### src/rtl/tmr_pkg.sv
`timescale 1ns/1ps
package tmr_pkg;
   localparam int unsigned BYTE_W = 8;
   localparam int unsigned CNT_W  = 2 * BYTE_W;
   localparam int unsigned MODE_W = 3;

   typedef enum logic [1:0] {
      ACC_LATCH = 2'd0,
      ACC_LO    = 2'd1,
      ACC_HI    = 2'd2,
      ACC_WORD  = 2'd3
   } acc_e;

   typedef struct packed {
      acc_e              acc;
      logic [MODE_W-1:0] mode;
      logic              bcd;
   } ch_cfg_t;
endpackage

### src/rtl/tmr_ctl_decode.sv
`timescale 1ns/1ps
module tmr_ctl_decode #(
   parameter int unsigned NCH = 3
) (
   input  logic           ctl_we,
   input  logic [7:1]     ctl_word,
   output logic [NCH-1:0] cfg_we,
   output logic [NCH-1:0] lat_cnt,
   output logic [NCH-1:0] lat_sts
);
   logic       is_grp;
   logic [1:0] acc_fld;

   assign is_grp  = (ctl_word[7:6] == 2'b11);
   assign acc_fld = ctl_word[5:4];

   for (genvar i = 0; i < NCH; i++) begin : g_ch
      logic named;
      logic picked;
      assign named      = (ctl_word[7:6] == 2'(i));
      assign picked     = ctl_word[i+1];
      assign cfg_we[i]  = ctl_we & ~is_grp & named & (acc_fld != 2'd0);
      assign lat_cnt[i] = ctl_we & (is_grp ? (picked & ~ctl_word[5])
                                           : (named & (acc_fld == 2'd0)));
      assign lat_sts[i] = ctl_we & is_grp & picked & ~ctl_word[4];
   end
endmodule

### src/rtl/tmr_chan_regs.sv
`timescale 1ns/1ps
module tmr_chan_regs
   import tmr_pkg::*;
(
   input  logic              clk,
   input  logic              rst_n,
   input  logic              cfg_we,
   input  logic [5:0]        cfg_word,
   input  logic              lat_cnt,
   input  logic              lat_sts,
   input  logic              dat_we,
   input  logic              dat_re,
   input  logic [BYTE_W-1:0] wdata,
   input  logic [CNT_W-1:0]  live_cnt,
   input  logic              out_lvl,
   output logic [BYTE_W-1:0] rd_byte,
   output logic              load_stb,
   output logic [CNT_W-1:0]  load_val,
   output logic [MODE_W-1:0] mode_o,
   output logic              bcd_o
);
   ch_cfg_t           cfg_q;
   logic              wr_hi_q;
   logic              rd_hi_q;
   logic [BYTE_W-1:0] wlo_q;
   logic [CNT_W-1:0]  cnt_lat_q;
   acc_e              cnt_pend_q;
   logic [BYTE_W-1:0] sts_q;
   logic              sts_pend_q;
   logic              stb_q;
   logic [CNT_W-1:0]  ld_q;

   always_ff @(posedge clk or negedge rst_n) begin
      if (!rst_n) begin
         cfg_q      <= '{acc: ACC_WORD, mode: '0, bcd: 1'b0};
         wr_hi_q    <= 1'b0;
         rd_hi_q    <= 1'b0;
         wlo_q      <= '0;
         cnt_lat_q  <= '0;
         cnt_pend_q <= ACC_LATCH;
         sts_q      <= '0;
         sts_pend_q <= 1'b0;
         stb_q      <= 1'b0;
         ld_q       <= '0;
      end else begin
         stb_q <= 1'b0;
         if (cfg_we) begin
            cfg_q   <= '{acc: acc_e'(cfg_word[5:4]), mode: cfg_word[3:1], bcd: cfg_word[0]};
            wr_hi_q <= 1'b0;
            rd_hi_q <= 1'b0;
         end
         if (lat_cnt && (cnt_pend_q == ACC_LATCH)) begin
            cnt_lat_q  <= live_cnt;
            cnt_pend_q <= cfg_q.acc;
         end
         if (lat_sts && !sts_pend_q) begin
            sts_q      <= {out_lvl, 1'b0, cfg_q};
            sts_pend_q <= 1'b1;
         end
         if (dat_we) begin
            case (cfg_q.acc)
               ACC_HI: begin
                  stb_q <= 1'b1;
                  ld_q  <= {wdata, {BYTE_W{1'b0}}};
               end
               ACC_WORD: begin
                  if (wr_hi_q) begin
                     stb_q   <= 1'b1;
                     ld_q    <= {wdata, wlo_q};
                     wr_hi_q <= 1'b0;
                  end else begin
                     wlo_q   <= wdata;
                     wr_hi_q <= 1'b1;
                  end
               end
               default: begin
                  stb_q <= 1'b1;
                  ld_q  <= {{BYTE_W{1'b0}}, wdata};
               end
            endcase
         end
         if (dat_re) begin
            if (sts_pend_q) begin
               sts_pend_q <= 1'b0;
            end else if (cnt_pend_q == ACC_WORD) begin
               cnt_pend_q <= ACC_HI;
            end else if (cnt_pend_q != ACC_LATCH) begin
               cnt_pend_q <= ACC_LATCH;
            end else if (cfg_q.acc == ACC_WORD) begin
               rd_hi_q <= ~rd_hi_q;
            end
         end
      end
   end

   always_comb begin
      if (sts_pend_q) begin
         rd_byte = sts_q;
      end else if (cnt_pend_q == ACC_HI) begin
         rd_byte = cnt_lat_q[CNT_W-1:BYTE_W];
      end else if (cnt_pend_q != ACC_LATCH) begin
         rd_byte = cnt_lat_q[BYTE_W-1:0];
      end else if ((cfg_q.acc == ACC_HI) || ((cfg_q.acc == ACC_WORD) && rd_hi_q)) begin
         rd_byte = live_cnt[CNT_W-1:BYTE_W];
      end else begin
         rd_byte = live_cnt[BYTE_W-1:0];
      end
   end

   assign load_stb = stb_q;
   assign load_val = ld_q;
   assign mode_o   = cfg_q.mode;
   assign bcd_o    = cfg_q.bcd;
endmodule

### src/rtl/tmr_rd_mux.sv
`timescale 1ns/1ps
module tmr_rd_mux
   import tmr_pkg::*;
#(
   parameter int unsigned NCH = 3
) (
   input  logic [1:0]            addr,
   input  logic [NCH*BYTE_W-1:0] ch_bytes,
   output logic [BYTE_W-1:0]     rdata
);
   always_comb begin
      rdata = '0;
      for (int i = 0; i < NCH; i++) begin
         if (addr == 2'(i)) rdata = ch_bytes[i*BYTE_W +: BYTE_W];
      end
   end
endmodule

### src/rtl/tmr_hostport.sv
`timescale 1ns/1ps
module tmr_hostport
   import tmr_pkg::*;
#(
   parameter int unsigned NCH = 3
) (
   input  logic                  clk,
   input  logic                  rst_n,
   input  logic                  wr_en,
   input  logic                  rd_en,
   input  logic [1:0]            addr,
   input  logic [7:0]            wdata,
   output logic [7:0]            rdata,
   input  logic [NCH*16-1:0]     live_cnt,
   input  logic [NCH-1:0]        out_lvl,
   output logic [NCH-1:0]        load_stb,
   output logic [NCH*16-1:0]     load_val,
   output logic [NCH*3-1:0]      mode_o,
   output logic [NCH-1:0]        bcd_o
);
   localparam logic [1:0] CTL_ADDR = 2'd3;

   if (NCH < 1 || NCH > 3) begin : g_bad_nch
      $error("tmr_hostport: NCH must be 1..3 (address 3 is the control port)");
   end
   if (CNT_W != 16 || MODE_W != 3) begin : g_bad_width
      $error("tmr_hostport: port widths assume a 16-bit count and 3-bit mode");
   end

   logic                  ctl_we;
   logic                  rd_go;
   logic [NCH-1:0]        cfg_we;
   logic [NCH-1:0]        lat_cnt;
   logic [NCH-1:0]        lat_sts;
   logic [NCH*BYTE_W-1:0] ch_bytes;

   assign ctl_we = wr_en & (addr == CTL_ADDR);
   assign rd_go  = rd_en & ~wr_en;

   tmr_ctl_decode #(.NCH(NCH)) u_dec (
      .ctl_we   (ctl_we),
      .ctl_word (wdata[7:1]),
      .cfg_we   (cfg_we),
      .lat_cnt  (lat_cnt),
      .lat_sts  (lat_sts)
   );

   for (genvar i = 0; i < NCH; i++) begin : g_chan
      logic hit;
      assign hit = (addr == 2'(i));
      tmr_chan_regs u_regs (
         .clk      (clk),
         .rst_n    (rst_n),
         .cfg_we   (cfg_we[i]),
         .cfg_word (wdata[5:0]),
         .lat_cnt  (lat_cnt[i]),
         .lat_sts  (lat_sts[i]),
         .dat_we   (wr_en & hit),
         .dat_re   (rd_go & hit),
         .wdata    (wdata),
         .live_cnt (live_cnt[i*CNT_W +: CNT_W]),
         .out_lvl  (out_lvl[i]),
         .rd_byte  (ch_bytes[i*BYTE_W +: BYTE_W]),
         .load_stb (load_stb[i]),
         .load_val (load_val[i*CNT_W +: CNT_W]),
         .mode_o   (mode_o[i*MODE_W +: MODE_W]),
         .bcd_o    (bcd_o[i])
      );
   end

   tmr_rd_mux #(.NCH(NCH)) u_mux (
      .addr     (addr),
      .ch_bytes (ch_bytes),
      .rdata    (rdata)
   );
endmodule

### config.mk
export PLATFORM = sky130hd
export DESIGN_NAME = tmr_hostport
export DESIGN_NICKNAME = d
export VERILOG_FILES = /design/src/rtl/tmr_pkg.sv /design/src/rtl/tmr_ctl_decode.sv /design/src/rtl/tmr_chan_regs.sv /design/src/rtl/tmr_rd_mux.sv /design/src/rtl/tmr_hostport.sv
export SDC_FILE = /design/constraint.sdc
export NUM_CORES = 1
export LEC_CHECK = 0
export BUFFER_PORTS_ARGS = -buffer_cell sky130_fd_sc_hd__clkbuf_2
export CORE_MARGIN = 5
export CORE_UTILIZATION = 40
export CTS_CLUSTER_DIAMETER = 60
export DETAILED_ROUTE_END_ITERATION = 8
export GPL_ROUTABILITY_DRIVEN = 0
export HOLD_SLACK_MARGIN = 0.12
export MAX_ROUTING_LAYER = met4
export SLEW_MARGIN = 10
export SYNTH_ARGS = -nofsm -noshare
export SYNTH_HDL_FRONTEND = slang
export SYNTH_SLANG_ARGS = --single-unit
export TNS_END_PERCENT = 50
### constraint.sdc
create_clock -name clk -period 4.3 [get_ports clk]
set_input_delay 0.215 -clock clk [delete_from_list [all_inputs] [get_ports clk]]
set_output_delay 0.215 -clock clk [all_outputs]
set_load 0.01 [all_outputs]
# Yosys cells after proc, flatten, opt, wreduce, memory -nomap -nowiden
# Index checks and enable logic that the tools add are counted.
dict set report word_totals {
  regBits 177
  latchBits 0
  ram_bits 0
  rom_bits 0
  in_bits 65
  output_inout_bits 71
  wordCells 216
  mem_count 0
}
dict set report classes {
  add_sub_neg 0
  n_mul 0
  n_div 0
  order_cmp 0
  eq_ne 21
  n_shift 0
  muxes 87
  bitwise_logic 41
  reduce_logical 31
}
# operator n
set op_table {}
lappend op_table {{two-way mux 8 bit} 15}
lappend op_table {{case mux 16 bit (2 select lines)} 3}
lappend op_table {{two-way mux 1 bit} 51}
lappend op_table {{two-way mux 16 bit} 3}
lappend op_table {{== test 2 bit (second input constant)} 16}
lappend op_table {{bitwise AND 1 bit} 31}
lappend op_table {{two-way mux 2 bit} 15}
lappend op_table {{logical NOT 2 bit} 6}
lappend op_table {{inverter 1 bit} 10}
lappend op_table {{logical AND 1 bit} 9}
lappend op_table {{AND reduction 3 bit} 3}
lappend op_table {{nonzero test 2 bit} 4}
lappend op_table {{inequality test 2 x 1 -> 1 bit (second input constant)} 3}
lappend op_table {{AND reduction 2 bit} 3}
lappend op_table {{== test 2 x 1 -> 1 bit (second input constant)} 2}
lappend op_table {{logical NOT 1 bit} 3}
lappend op_table {{logical OR 1 bit} 3}

# Longest topological paths before layout
dict set report logic_depth {
  depth_word 11
  ltp_mapped 7
  depth_no_buf 5
}

# Hierarchy
# Synthesis repeated with hierarchy kept, for this count alone.
dict set report unflattened {
  cells_unflattened 801
  area_unflattened_um2 8514.4
}
# mod instances cells_each area_per_inst_um2 seq_area_each_um2
set modules_own_cells {}
lappend modules_own_cells {tmr_chan_regs 3 252 2706.3 1478.9}
lappend modules_own_cells {tmr_rd_mux 1 20 197.7 0.0}
lappend modules_own_cells {tmr_ctl_decode 1 18 122.6 0.0}
lappend modules_own_cells {tmr_hostport 1 7 75.1 0.0}

# Least setup slack after synthesis
# No wires, ideal clock.
dict set report synth_path {
  kind {reg-to-output}
  start {register g_chan[1].u_regs.cfg_q[4] (netlist bit)}
  end {output port rdata[6]}
  arrival_time_ns 1.832
  required_time_ns 4.085
  setup_slack_ns 2.253
  path_stages_with_launch 6
  path_buffers 0
  path_cell_list {dfstp_2 > nand2b_1 > nand2_1 > mux2_2 > o211ai_1 > or4b_1}
}
dict set report synth_via {
  elab_chain_len 9
  elab_cells_between_ends 10
  classes_between {eq/ne: 2; mux: 6; reduce/logical: 2}
}
# element line
set synth_rtl {}
lappend synth_rtl {{from (decl)} tmr_chan_regs.sv:22} ;# ch_cfg_t cfg_q;
lappend synth_rtl {{from (signal assigned)} tmr_chan_regs.sv:35} ;# cfg_q <= '{acc: ACC_WORD, mode: '0, bcd: 1'b0};
lappend synth_rtl {{from (signal assigned)} tmr_chan_regs.sv:48} ;# cfg_q <= '{acc: acc_e'(cfg_word[5:4]), mode: cfg_word[3:1], bcd: cfg_word[0]};
lappend synth_rtl {{== test 2 bit} tmr_chan_regs.sv:103} ;# end else if ((cfg_q.acc == ACC_HI) || ((cfg_q.acc == ACC_WORD) && rd_hi_q)) begin
lappend synth_rtl {{logical AND 1 bit} tmr_chan_regs.sv:103}
lappend synth_rtl {{logical OR 1 bit *} tmr_chan_regs.sv:103}
lappend synth_rtl {{two-way mux 8 bit *} tmr_chan_regs.sv:103}
lappend synth_rtl {{two-way mux 8 bit *} tmr_chan_regs.sv:101} ;# end else if (cnt_pend_q != ACC_LATCH) begin
lappend synth_rtl {{two-way mux 8 bit *} tmr_chan_regs.sv:99} ;# end else if (cnt_pend_q == ACC_HI) begin
lappend synth_rtl {{two-way mux 8 bit *} tmr_chan_regs.sv:97} ;# if (sts_pend_q) begin
lappend synth_rtl {{two-way mux 8 bit * (2 in a row)} tmr_rd_mux.sv:14} ;# if (addr == 2'(i)) rdata = ch_bytes[i*BYTE_W +: BYTE_W];
lappend synth_rtl {{to (decl)} tmr_hostport.sv:13} ;# output logic [7:0] rdata,
# Mark *: on every way between the ends. The rest lies on a longest branch, timed or not.

# Worst setup path in the final report
dict set report layout_path {
  start {register g_chan[1].u_regs.cfg_q[5] (netlist bit)}
  end {output port rdata[6]}
}
# The elaborated chain is that of the path after synthesis.

==> results_dict.tcl <==
set metrics [dict create \
    synth_compound_area_frac 0.127 \
    cts_sinks 177 \
    multi_input_comb_area_um2 3430 \
    cts_tree "yes" \
    drtAntennaViolNets 0 \
    area_delta_synth_final_pct 23.2 \
    min_path_type "in -> reg" \
    skew_ns 0.0110 \
    antenna_found_initial 0 \
    h-tree-depth 4 \
    ys_ff_latch 177 \
    power_density_nw_per_um2 513 \
    postCtsSetupRepairBufs 0 \
    cpPeakStageDelay_ns 0.70 \
    max_slew_margin 0.286 \
    grt_pass1_vias 6321 \
    fin_tns_setup_ns 0 \
    syn-mean-instance-area_um2 11.0 \
    hold_slack_ns 0.256 \
    grt_max_degree 104 \
    synth_cell_types 51 \
    worstMarginPinSlew_ns 1.07 \
    numCtsBuffers 17 \
    synth_ff_type "dfrtp_1" \
    path_buf_inv 1 \
    cpMaxStageDelayCell "dfstp_2" \
    post-route-min-period_ns 2.91 \
    synthAdderAreaFrac 0 \
    routed_wl_um 22000 \
    io_pins 136 \
    final_max_slew_viol_count 0 \
    drt-wirelength-per-cell_um 18.7 \
    syn_inst 748 \
    synthMuxAreaShare 0.166 \
    drcViolationCount 0 \
    synth_nets 813 \
    dp_hpwl_um 14700 \
    synth_xor_area_frac 0 \
    drv_cap 0 \
    core_area_um2 20200 \
    insertedDiodeCount 0 \
    cts-root-buf "clkbuf_16" \
    cp.arrival_ns 2.70 \
    final_cell_mix "171 x dfrtp_1, 134 x clkbuf_2, 115 x mux2_2, 98 x nand2_1, 81 x o21ai_0" \
    grtUsageTotal 0.195 \
    rsz0062_at_grt "false" \
    dieArea_um2 23600 \
    fmax_ghz 0.343 \
    cp_max_fo 12 \
    synth_edf_count 0 \
    crit_chain "nand2_1 > mux2_2 > o211ai_1 > or4b_1 > clkbuf_2" \
    layout_commonest_cell "dfrtp_1" \
    vdd_drop_max_mv 0.227 \
    start_kind "flip-flop" \
    port_buffers 135 \
    via_per_inst 5.27 \
    setup_viol 0 \
    final_hold_viol_count 0 \
    critPathKind "reg -> out" \
    start_util 0.407 \
    dr_total_vias 6200 \
    critical-path-top-delay-family "simple AND/OR/NAND/NOR gates" \
    clk_path_buf_depth 2 \
    die_y_um 153 \
    first_pass_iters 5 \
    n_fill_cell 1899 \
    power_w 0.00520 \
    yosys.area_share.simple 0.119 \
    clkLatencyLatePin_ns 0.43 \
    synth_top_family_by_area "multiplexers" \
    grt_pass1_wl_um 35400 \
    period_share 0.678 \
    fin_nets 959 \
    yosysWarnings 0 \
    async_flop_share 1.00 \
    seqCellArea_um2 4440 \
    rows 52 \
    first_iter_violations 348 \
    grt_overflow 0 \
    drive_gt1_frac 0.336 \
    run_status "finished clean" \
    die_width_um 153 \
    required_ns 4.09 \
    path_clk_slew_ns 0.07 \
    crit_path_end_kind "primary output" \
    p_leak_nw 4.78 \
    netlist_area_um2 8230 \
    seq_area_frac_synth 0.539 \
]
where the power goes:
group / total, W / internal, W / switching (W)
sequential: 0.00240 / 0.00209 / 0.000304
combinational: 0.00118 / 0.000557 / 0.000625
clock: 0.00162 / 0.000948 / 0.000668
cells by family (layout without fill, tap and decap cells):
| family | after synthesis | in the layout |
|---|---|---|
| simple gates | 193 | 193 |
| flops | 177 | 177 |
| mux | 122 | 122 |
| compound gates | 168 | 168 |
| buf+inv | 88 | 247 |
Yosys cell counts (2+ instances only):
| cell | instances | area, um^2 |
|---|---|---|
| a221oi_1 | 6 | 52.6 |
| or3_1 | 2 | 12.5 |
| nand3_1 | 14 | 70.1 |
| mux2_2 | 115 | 1290 |
| a21oi_1 | 25 | 125 |
| clkbuf_1 | 40 | 150 |
| nand3b_1 | 3 | 22.5 |
| dfstp_2 | 6 | 158 |
| nand4_1 | 14 | 87.6 |
| nand4_2 | 2 | 25.0 |
| a32oi_1 | 6 | 52.6 |
| nor3b_4 | 3 | 56.3 |
| a21o_1 | 3 | 22.5 |
| a311o_1 | 6 | 60.1 |
| nand2_1 | 98 | 368 |
| buf_2 | 8 | 40.0 |
| a31oi_1 | 2 | 12.5 |
| o211ai_1 | 2 | 15.0 |
| and3_1 | 9 | 56.3 |
| o21ai_0 | 81 | 405 |
| nor3b_2 | 2 | 25.0 |
| o21bai_1 | 3 | 22.5 |
| nand2b_1 | 8 | 50.1 |
| nor2_2 | 4 | 25.0 |
| buf_4 | 16 | 120 |
| a22oi_1 | 17 | 128 |
| nor3_1 | 3 | 15.0 |
| mux2i_1 | 7 | 70.1 |
| inv_1 | 23 | 86.3 |
| nor2b_1 | 11 | 68.8 |
| a221o_1 | 5 | 50.1 |
| nor2_1 | 14 | 52.6 |
| dfrtp_1 | 171 | 4280 |
| o311ai_1 | 2 | 17.5 |
metrics by stage:
step	worst slack, ns	util	cell area, um^2	instances
final	1.39	0.501	10100	1177
after CTS	1.39	0.501	10100	1177
after global placement	1.75	0.445	9010	1093
after global routing	1.29	0.501	10100	1177
after floorplan	2.25	-	8230	748
after detailed placement	1.72	0.445	9010	1093
registers in the layout (all words and copies together) (netlist names):
name and count:
g_chan.u_regs.cfg_q 6, g_chan.u_regs.cnt_lat_q 48, g_chan.u_regs.bcd_o 3, g_chan.u_regs.mode_o 9
g_chan.u_regs.load_val 48, g_chan.u_regs.cnt_pend_q 6, g_chan.u_regs.sts_q 21, g_chan.u_regs.sts_pend_q 3
g_chan.u_regs.wr_hi_q 3, g_chan.u_regs.wlo_q 24, g_chan.u_regs.rd_hi_q 3, g_chan.u_regs.load_stb 3
final timing paths:
path	startpoint	end	slack, ns	depth (start not counted)
max in group asynchronous	rst_n	g_chan[2].u_regs.cfg_q[4]$_DFFE_PN1P_	2.68	3
max	g_chan[1].u_regs.cfg_q[5]$_DFFE_PN1P_	rdata[6]	1.39	5
min	wdata[5]	g_chan[1].u_regs.cfg_q[5]$_DFFE_PN1P_	0.26	3
max reg2reg	g_chan[1].u_regs.cfg_q[5]$_DFFE_PN1P_	g_chan[1].u_regs.wlo_q[4]$_DFFE_PN0P_	1.70	5
min in group asynchronous	rst_n	g_chan[0].u_regs.load_val[3]$_DFFE_PN0P_	0.46	2
min reg2reg	g_chan[2].u_regs.load_val[4]$_DFFE_PN0P_	g_chan[2].u_regs.load_val[4]$_DFFE_PN0P_	0.48	2
area by class of cell:
| class | count | area share |
|---|---|---|
| flip-flops and latches | 177 | 0.438 |
| clock buffers | 20 | 0.0450 |
| multi-input cells | 483 | 0.338 |
| well taps | 270 | 0.0333 |
| inverters | 24 | 0.00888 |
| clock inverters | 12 | 0.0154 |
| repair buffers | 191 | 0.122 |
worst register-to-register path, delay by kind of cell (launching register included):
family,cells,cell delay [ns]
buffers and inverters,1,0.32
DFF,1,0.70
muxes,1,0.38
and+or+nand+nor,3,1.07
timing repair:
item	in CTS	in global routing
resized for setup	0	0
hold buffers	52	0
hold endpoints to repair	148	0
routing by layer:
metal  wire length (um)  global-route usage
met3                989              0.0376
met4                422              0.0639
met1              10000               0.262
met2              10500               0.300
met5                  0                   -
Power figures use the tool's default switching activity.
